$ cat src/rtl/hz_pkg.sv
package hz_pkg;

   typedef enum logic [3:0] {
      CL_VMEM   = 4'd0,
      CL_FLAT   = 4'd1,
      CL_GLOBAL = 4'd2,
      CL_DS     = 4'd3,
      CL_SMEM   = 4'd4,
      CL_SALU   = 4'd5,
      CL_SOPP   = 4'd6,
      CL_VALU   = 4'd7,
      CL_BRANCH = 4'd8,
      CL_WAIT   = 4'd9
   } hz_class_e;

   typedef enum logic [1:0] {
      HZ_NONE       = 2'd0,
      HZ_MEM_SCALAR = 2'd1,
      HZ_SMEM_VALU  = 2'd2,
      HZ_LDS_BRANCH = 2'd3
   } hz_code_e;

   // one-cycle strobes derived from a descriptor
   typedef struct packed {
      logic mem_rd;     // memory-side read records (rule A)
      logic scalar_wr;  // scalar-side write probes (rule A)
      logic clr_mem;    // rule A mitigation
      logic smem_rd;    // scalar-memory read records (rule B)
      logic valu_wr;    // vector ALU write probes (rule B)
      logic clr_smem;   // rule B mitigation
      logic vm_op;      // vector-memory side of rule C
      logic ds_op;      // shared-memory side of rule C
      logic branch;     // branch step of rule C
      logic clr_sand;   // rule C mitigation
   } hz_strobe_t;

endpackage

$ cat src/rtl/hz_class_decode.sv
module hz_class_decode
   import hz_pkg::*;
(
   input  logic       valid,
   input  logic [3:0] cls,
   input  logic       salu_exempt,
   input  logic       wait_lgkm,
   input  logic       wait_vs_zero,
   output hz_strobe_t stb
);

   logic is_vmem, is_flat, is_glob, is_ds, is_smem, is_salu, is_valu, is_br, is_wait;

   always_comb begin
      is_vmem = valid && (cls == CL_VMEM);
      is_flat = valid && (cls == CL_FLAT);
      is_glob = valid && (cls == CL_GLOBAL);
      is_ds   = valid && (cls == CL_DS);
      is_smem = valid && (cls == CL_SMEM);
      is_salu = valid && (cls == CL_SALU);
      is_valu = valid && (cls == CL_VALU);
      is_br   = valid && (cls == CL_BRANCH);
      is_wait = valid && (cls == CL_WAIT);
   end

   always_comb begin
      stb           = '0;
      stb.mem_rd    = is_vmem || is_flat || is_glob || is_ds;
      stb.scalar_wr = is_salu || is_smem;
      stb.clr_mem   = is_valu || is_wait;
      stb.smem_rd   = is_smem;
      stb.valu_wr   = is_valu;
      stb.clr_smem  = (is_salu && !salu_exempt) || (is_wait && wait_lgkm);
      stb.vm_op     = is_vmem || is_glob;
      stb.ds_op     = is_ds;
      stb.branch    = is_br;
      stb.clr_sand  = is_wait && wait_vs_zero;
   end

endmodule

$ cat src/rtl/hz_read_track.sv
module hz_read_track #(
   parameter int unsigned WIDTH = 130
) (
   input  logic             clk,
   input  logic             rst,
   input  logic             set_en,
   input  logic [WIDTH-1:0] set_mask,
   input  logic             clr_all,
   input  logic             probe_en,
   input  logic [WIDTH-1:0] probe_mask,
   output logic             hit
);

   logic [WIDTH-1:0] pend;

   initial begin
      assert (WIDTH >= 1) else $error("hz_read_track: WIDTH must be at least 1");
   end

   for (genvar g = 0; g < WIDTH; g++) begin : g_bit
      always_ff @(posedge clk) begin
         if (rst)
            pend[g] <= 1'b0;
         else if (clr_all)
            pend[g] <= 1'b0;
         else if (set_en && set_mask[g])
            pend[g] <= 1'b1;
      end
   end

   assign hit = probe_en && (|(pend & probe_mask));

   // a reported overlap is still pending one cycle later unless cleared
   a_r9_hit_persists: assert property (@(posedge clk) disable iff (rst)
      (hit && !clr_all) |=> (|(pend & $past(probe_mask))));

   // a clear leaves nothing to hit on the next instruction
   a_r3_clear_empties: assert property (@(posedge clk) disable iff (rst)
      clr_all |=> !hit);

endmodule

$ cat src/rtl/hz_branch_sandwich.sv
module hz_branch_sandwich (
   input  logic clk,
   input  logic rst,
   input  logic vm_op,
   input  logic ds_op,
   input  logic branch,
   input  logic clr,
   output logic hit
);

   logic vm_seen, ds_seen, vm_then_br, ds_then_br;

   always_ff @(posedge clk) begin
      if (rst || clr) begin
         vm_seen    <= 1'b0;
         ds_seen    <= 1'b0;
         vm_then_br <= 1'b0;
         ds_then_br <= 1'b0;
      end else begin
         if (vm_op) vm_seen <= 1'b1;
         if (ds_op) ds_seen <= 1'b1;
         if (branch) begin
            vm_then_br <= vm_then_br | vm_seen;
            ds_then_br <= ds_then_br | ds_seen;
         end
      end
   end

   assign hit = (ds_op && vm_then_br) || (vm_op && ds_then_br);

   // the vector-store wait removes the whole pattern
   a_r7_vs_wait_clears: assert property (@(posedge clk) disable iff (rst)
      clr |=> !hit);

   // a branch step never reports by itself
   a_r6_branch_silent: assert property (@(posedge clk) disable iff (rst)
      (branch && !vm_op && !ds_op) |-> !hit);

endmodule

$ cat src/rtl/hz_scalar_war_monitor.sv
module hz_scalar_war_monitor
   import hz_pkg::*;
#(
   parameter int unsigned NUM_SGPR = 128
) (
   input  logic                clk,
   input  logic                rst,
   input  logic                in_valid,
   input  logic [3:0]          in_class,
   input  logic [NUM_SGPR-1:0] in_rd_sgpr,
   input  logic                in_rd_exec,
   input  logic                in_rd_m0,
   input  logic [NUM_SGPR-1:0] in_wr_sgpr,
   input  logic                in_wr_exec,
   input  logic                in_wr_m0,
   input  logic                in_salu_exempt,
   input  logic                in_wait_lgkm,
   input  logic                in_wait_vs_zero,
   output logic                hz_flag,
   output logic [1:0]          hz_code
);

   localparam int unsigned TRACK_W = NUM_SGPR + 2;

   initial begin
      assert (NUM_SGPR >= 1 && NUM_SGPR <= 1024)
         else $error("hz_scalar_war_monitor: NUM_SGPR out of range");
   end

   // execution mask at bit NUM_SGPR, index register at NUM_SGPR+1
   logic [TRACK_W-1:0] rd_vec, wr_vec;
   assign rd_vec = {in_rd_m0, in_rd_exec, in_rd_sgpr};
   assign wr_vec = {in_wr_m0, in_wr_exec, in_wr_sgpr};

   hz_strobe_t stb;

   hz_class_decode u_dec (
      .valid        (in_valid),
      .cls          (in_class),
      .salu_exempt  (in_salu_exempt),
      .wait_lgkm    (in_wait_lgkm),
      .wait_vs_zero (in_wait_vs_zero),
      .stb          (stb)
   );

   logic hit_mem, hit_smem, hit_sand;

   hz_read_track #(.WIDTH(TRACK_W)) u_mem_track (
      .clk        (clk),
      .rst        (rst),
      .set_en     (stb.mem_rd),
      .set_mask   (rd_vec),
      .clr_all    (stb.clr_mem),
      .probe_en   (stb.scalar_wr),
      .probe_mask (wr_vec),
      .hit        (hit_mem)
   );

   hz_read_track #(.WIDTH(TRACK_W)) u_smem_track (
      .clk        (clk),
      .rst        (rst),
      .set_en     (stb.smem_rd),
      .set_mask   (rd_vec),
      .clr_all    (stb.clr_smem),
      .probe_en   (stb.valu_wr),
      .probe_mask (wr_vec),
      .hit        (hit_smem)
   );

   hz_branch_sandwich u_sand (
      .clk    (clk),
      .rst    (rst),
      .vm_op  (stb.vm_op),
      .ds_op  (stb.ds_op),
      .branch (stb.branch),
      .clr    (stb.clr_sand),
      .hit    (hit_sand)
   );

   hz_code_e code_c;

   always_comb begin
      if (hit_mem)       code_c = HZ_MEM_SCALAR;
      else if (hit_smem) code_c = HZ_SMEM_VALU;
      else if (hit_sand) code_c = HZ_LDS_BRANCH;
      else               code_c = HZ_NONE;
   end

   assign hz_code = code_c;
   assign hz_flag = (code_c != HZ_NONE);

   // the three rules are separated by instruction class
   a_r8_one_rule: assert property (@(posedge clk) disable iff (rst)
      $onehot0({hit_mem, hit_smem, hit_sand}));

   // an empty slot never reports
   a_r8_idle_quiet: assert property (@(posedge clk) disable iff (rst)
      !in_valid |-> !hz_flag);

   // first instruction after reset sees clean state
   a_r1_clean_after_reset: assert property (@(posedge clk) disable iff (rst)
      $past(rst) |-> !hz_flag);

   // a vector ALU op removes the memory-then-scalar hazard
   a_r3_valu_mitigates: assert property (@(posedge clk) disable iff (rst)
      (in_valid && in_class == CL_VALU) |=> (hz_code != HZ_MEM_SCALAR));

   // a non-exempt scalar ALU op removes the SMEM-then-VALU hazard
   a_r5_salu_mitigates: assert property (@(posedge clk) disable iff (rst)
      (in_valid && in_class == CL_SALU && !in_salu_exempt) |=> (hz_code != HZ_SMEM_VALU));

endmodule

$ cat config.mk
export PLATFORM = sky130hd
export DESIGN_NAME = hz_scalar_war_monitor
export DESIGN_NICKNAME = d
export VERILOG_FILES = /design/src/rtl/hz_pkg.sv /design/src/rtl/hz_class_decode.sv /design/src/rtl/hz_read_track.sv /design/src/rtl/hz_branch_sandwich.sv /design/src/rtl/hz_scalar_war_monitor.sv
export SDC_FILE = /design/constraint.sdc
export NUM_CORES = 1
export LEC_CHECK = 0
export ABC_CLOCK_PERIOD_IN_PS = 4170
export BUFFER_PORTS_ARGS = -buffer_cell sky130_fd_sc_hd__buf_4
export CAP_MARGIN = 20
export CORE_AREA = 5 5 174 109
export DETAILED_ROUTE_END_ITERATION = 7
export DIE_AREA = 0 0 179 114
export GPL_ROUTABILITY_DRIVEN = 1
export PLACE_DENSITY = 0.84
export SKIP_CTS_REPAIR_TIMING = 1
export SLEW_MARGIN = 5
export SYNTH_ARGS = -nofsm -noshare
export SYNTH_HDL_FRONTEND = slang
export SYNTH_SLANG_ARGS = --single-unit
$ cat constraint.sdc
create_clock -name clk -period 4.17 [get_ports clk]
set_input_delay 0.2085 -clock clk [delete_from_list [all_inputs] [get_ports clk]]
set_output_delay 0.2085 -clock clk [all_outputs]
set_load 0.01 [all_outputs]
== Yosys cells after proc, flatten, opt, wreduce, memory -nomap -nowiden ==
Cells that the tools add are included.
Storage, ports and cells
  bits in registers: 264
  input bits: 270
  logic and storage cells: 571
Operators by class
  equal/unequal tests: 8
  mux-type cells: 3
  bitwise gates (word level): 4
  reductions and logical operators: 292
Operators by type and width (number)
  1-bit logical AND: 276
  130-bit AND: 2
  130-bit OR reduction: 2
  4-bit by 3-bit == test with 1-bit output (second input constant): 3
  1-bit logical OR: 9
  4-bit by 2-bit == test with 1-bit output (second input constant): 2
  4-bit == test (second input constant): 2
  2-bit two-way mux: 3
  4-bit by 1-bit == test with 1-bit output (second input constant): 1
  4-bit logical NOT: 1
  2-bit OR reduction: 2
  1-bit bitwise OR: 2
  2-bit nonzero test: 1
  1-bit logical NOT: 1

== Longest topological paths before layout ==
  word-level depth: 9
  depth in mapped cells: 7

== Hierarchy ==
Synthesis repeated with hierarchy kept, for this count alone.
Second synthesis, totals
  cells, all modules: 1041
  area total of the unflattened synthesis: 9440.3 um2
Modules (own cells, without submodules)
  hz_read_track: instances 2, cells an instance 502, area an instance 4570.6 um2, seq. area each 2602.5 um2
  hz_class_decode: instances 1, cells an instance 19, area an instance 146.4 um2, seq. area each 0.0 um2
  hz_branch_sandwich: instances 1, cells an instance 13, area an instance 126.4 um2, seq. area each 80.1 um2
  hz_scalar_war_monitor: instances 1, cells an instance 5, area an instance 26.3 um2, seq. area each 0.0 um2

== Worst setup path after synthesis ==
No wires, ideal clock.
  kind: register to output
  start: register u_smem_track.pend[19]
  end: output port hz_flag
  arrival time: 1.722 ns
  data required time: 3.962 ns
  setup slack: 2.239 ns
  cell stages (with the launch flop): 7
  path through: dfxtp_1 > a22o_2 > a221oi_2 > nand4_1 > or4_1 > o31ai_2 > nand3_1
Between the ends
  longest elaborated chain between the ends: 6
Ends and longest elaborated chain
  start, declared: line hz_read_track.sv:14  | logic [WIDTH-1:0] pend;
  start signal, assigned by index: line hz_read_track.sv:23  | pend[g] <= 1'b0;
  start signal, assigned by index: line hz_read_track.sv:25  | pend[g] <= 1'b0;
  start signal, assigned by index: line hz_read_track.sv:27  | pend[g] <= 1'b1;
  130-bit AND: line hz_read_track.sv:31  | assign hit = probe_en && (|(pend & probe_mask));
  130-bit OR reduction: line hz_read_track.sv:31
  1-bit logical AND: line hz_read_track.sv:31
  2-bit two-way mux: line hz_scalar_war_monitor.sv:84  | else if (hit_smem) code_c = HZ_SMEM_VALU;
  2-bit two-way mux: line hz_scalar_war_monitor.sv:83  | if (hit_mem) code_c = HZ_MEM_SCALAR;
  2-bit nonzero test: line hz_scalar_war_monitor.sv:90  | assign hz_flag = (code_c != HZ_NONE);
  end, declared: line hz_scalar_war_monitor.sv:19  | output logic hz_flag,
Every way passes these cells.

== Worst setup path in the final report ==
  start: register u_smem_track.pend[57]
  end: output port hz_flag
The elaborated chain is that of the path after synthesis.

==> impl_metrics.toml <==
[cts]
cts.sinks = 264
cts-root-buf = "clkbuf_16"
cts_buffer_depth = 3
htreeDepth = 1
cts_buffers = 23
insertion_delay_ns = 0.51
cts.clk_slew.worst_paths_ns = 0.07
cts_tree = "built"

[yosys]
ys_async_sr_fraction = 0
netlist-cell-type-count = 29
yosys.area.top_type = "dfxtp_1"
synth_top_family_by_area = "compound AO/OA/AOI/OAI gates"
synth-seq-area-share = 0.5706
synth_common_cells = "nor2_1, a21oi_1, dfxtp_1, a22oi_1, clkbuf_1"
syn_avg_cell_area_um2 = 8.906
synth_ff_type = "dfxtp_1"
synth_simple_gate_area_share = 0.1391
netlist_instances = 1040
synth_edf_count = 0
yosysMostFrequentCell = "nor2_1"
synth.net_count = 1310
synthMuxAreaShare = 0
yosys_register_bits = 264
synth_adder_area_share = 0
synth-xor-area-share = 0
synth_top_area_frac = 0.5706
ys_warn_count = 0
synth_compound_area_frac = 0.2634
yosys-top-cells-area = "dfxtp_1, a21oi_1, nor2_1"
syn_area_um2 = 9263

[worst_setup_path]
crit_arrival_ns = 3.05
rr_worst_depth = 2
worstPathMaxFanout = 2
end_kind = "output port"
path_class = "flop to output port"
cp.required_ns = 3.96
startpoint_type = "flop"
critPathSlowestCell = "a221oi_1"
slowest_delay_ns = 0.55
cp_cell_sequence = "a22o_1, a221oi_1, nand4_1, or3_2, o31ai_2, nand3_1, buf_4"

[grt]
grt_util_all_layers = 0.3371
antenna_found_initial = 3
grt_max_degree = 73
grt_util_met1 = 0.4783
met2_usage = 0.4923
grt_pass1_wl_um = 51980
use_met3 = 0.1342
overflow = 0
grt_pass1_vias = 8833
top_usage_layer = "met2"

[sta]
fmax_mhz = 306.5
finalClockSkew_ns = 0.0008634
finalHoldViolations = 2
slew_headroom = 0.2720
final_max_slew_viol_count = 0
timing.hold.ws_ns = -0.03622
fin_tns_setup_ns = 0
finalSetupViolCount = 0
period_share = 0.7824
min_period_ns = 3.262
tightest_slew_ns = 1.086
rsz0062_at_grt = "no"

[floorplan]
die_w_um = 179
row_count = 38
core_um2 = 17450
io_pins = 273
start_util = 0.5308
dieArea_um2 = 20410
die_height_um = 114

[placed_design]
dp_hpwl_um = 27650
io_buffers = 272
dpl.cell_count = 1505
gp_congestion = 0.9264

[power]
p_per_area_nw_per_um2 = 419.6
leakage_nw = 5.641
peakVddDrop_uv = 253.7

[outcome]
violations = "negative hold slack"
status = "complete, but fails checks"

[cells_and_area]
syn_to_final_growth_pct = 47.36
fillers = 1142
nets = 1686
final_cells = 1675
drive_gt1_frac = 0.2325

[routing]
drc = 0
drt_iter0_markers = 1550
dr.pass1.iters = 5
drtAntennaViolNets = 0
wl_per_cell_um = 22.83
routed_wl_um = 38240
avgViaCountPerCell = 6.057
num_vias = 10146

[worst_hold_path]
hold_class = "primary input to flop"
whs_path_depth = 3

[job]
drv_cap = 0
final cells by class:
cell class                      instances  area, µm²  area share
Sequential cell                       264       5285      0.3872
Multi-Input combinational cell        717       3755      0.2751
Timing Repair Buffer                  408       3428      0.2512
Antenna cell                            3      7.507   0.0005500
Clock buffer                           27      620.6     0.04547
Tap cell                              240      300.3     0.02200
Clock inverter                         14      245.2     0.01797
Inverter                                2      7.507   0.0005500
per-stage QoR:
stage	cell area [µm²]	worst slack (ns)	total power, mW	utilization
final	13650	0.9076	5.727	0.7822
after global routing	13640	0.8519	5.872	0.7819
after CTS	12380	0.9582	5.596	0.7095
after detailed placement	11510	1.455	3.198	0.6599
after global placement	11510	1.415	3.191	0.6599
after floorplan	9263	2.239	2.847	-
worst max-delay path: cells and delay by family (launching register included):
kind / cells / cell delay (ns)
buffers and inverters: 1 / 0.16
AOI/OAI and AO/OA: 3 / 1.12
DFF: 1 / 0.32
and+or+nand+nor: 3 / 0.95
per-layer routing:
| metal | up-vias | wire length, µm |
|---|---|---|
| li1 | 4487 | - |
| met1 | 4778 | 15100 |
| met2 | 771 | 16150 |
| met4 | 4 | 1112 |
| met3 | 106 | 5850 |
| met5 | - | 27 |
kinds of logic (layout without fill, tap and decap cells):
kind of cell	Yosys count	count (layout)
AND/OR/NAND/NOR	317	317
flip-flops	264	264
other	0	3
buffers and inverters	59	451
AO/OA/AOI/OAI	400	400
final timing paths:
path / startpoint / end / slack [ns]
min: in_rd_sgpr[54] / u_smem_track.pend[54] / -0.04
max reg2reg: u_mem_track.pend[23] / u_mem_track.pend[23] / 3.46
max: u_smem_track.pend[57] / hz_flag / 0.91
min reg2reg: u_smem_track.pend[99] / u_smem_track.pend[99] / 0.47
power by group:
| part | total [mW] | internal [mW] | switching, mW |
|---|---|---|---|
| registers | 2.62 | 2.58 | 0.0358 |
| clock network | 2.46 | 1.50 | 0.962 |
| logic | 0.652 | 0.334 | 0.318 |
| total | 5.73 | 4.41 | 1.32 |
placed cells by master (no fill, tap or decap), types with 10 or more instances in the layout:
cell type      synthesis  layout
nor2_1               265     265
dlygate4sd3_1          0     126
nand2_1               10      10
a21oi_1              264     264
nand4_1               18      18
buf_4                  0     278
a22o_1                28      28
clkbuf_16              0      23
dfxtp_1              264     264
a221oi_1              29      29
a22oi_1               68      68
flip-flops by register name, summed over array words and instances (netlist names):
| signal | count |
|---|---|
| u_mem_track.pend | 130 |
| u_smem_track.pend | 130 |
| u_sand.vm_then_br | 1 |
| u_sand.vm_seen | 1 |
| u_sand.ds_then_br | 1 |
| u_sand.ds_seen | 1 |
(Power assumes the default switching activity.)
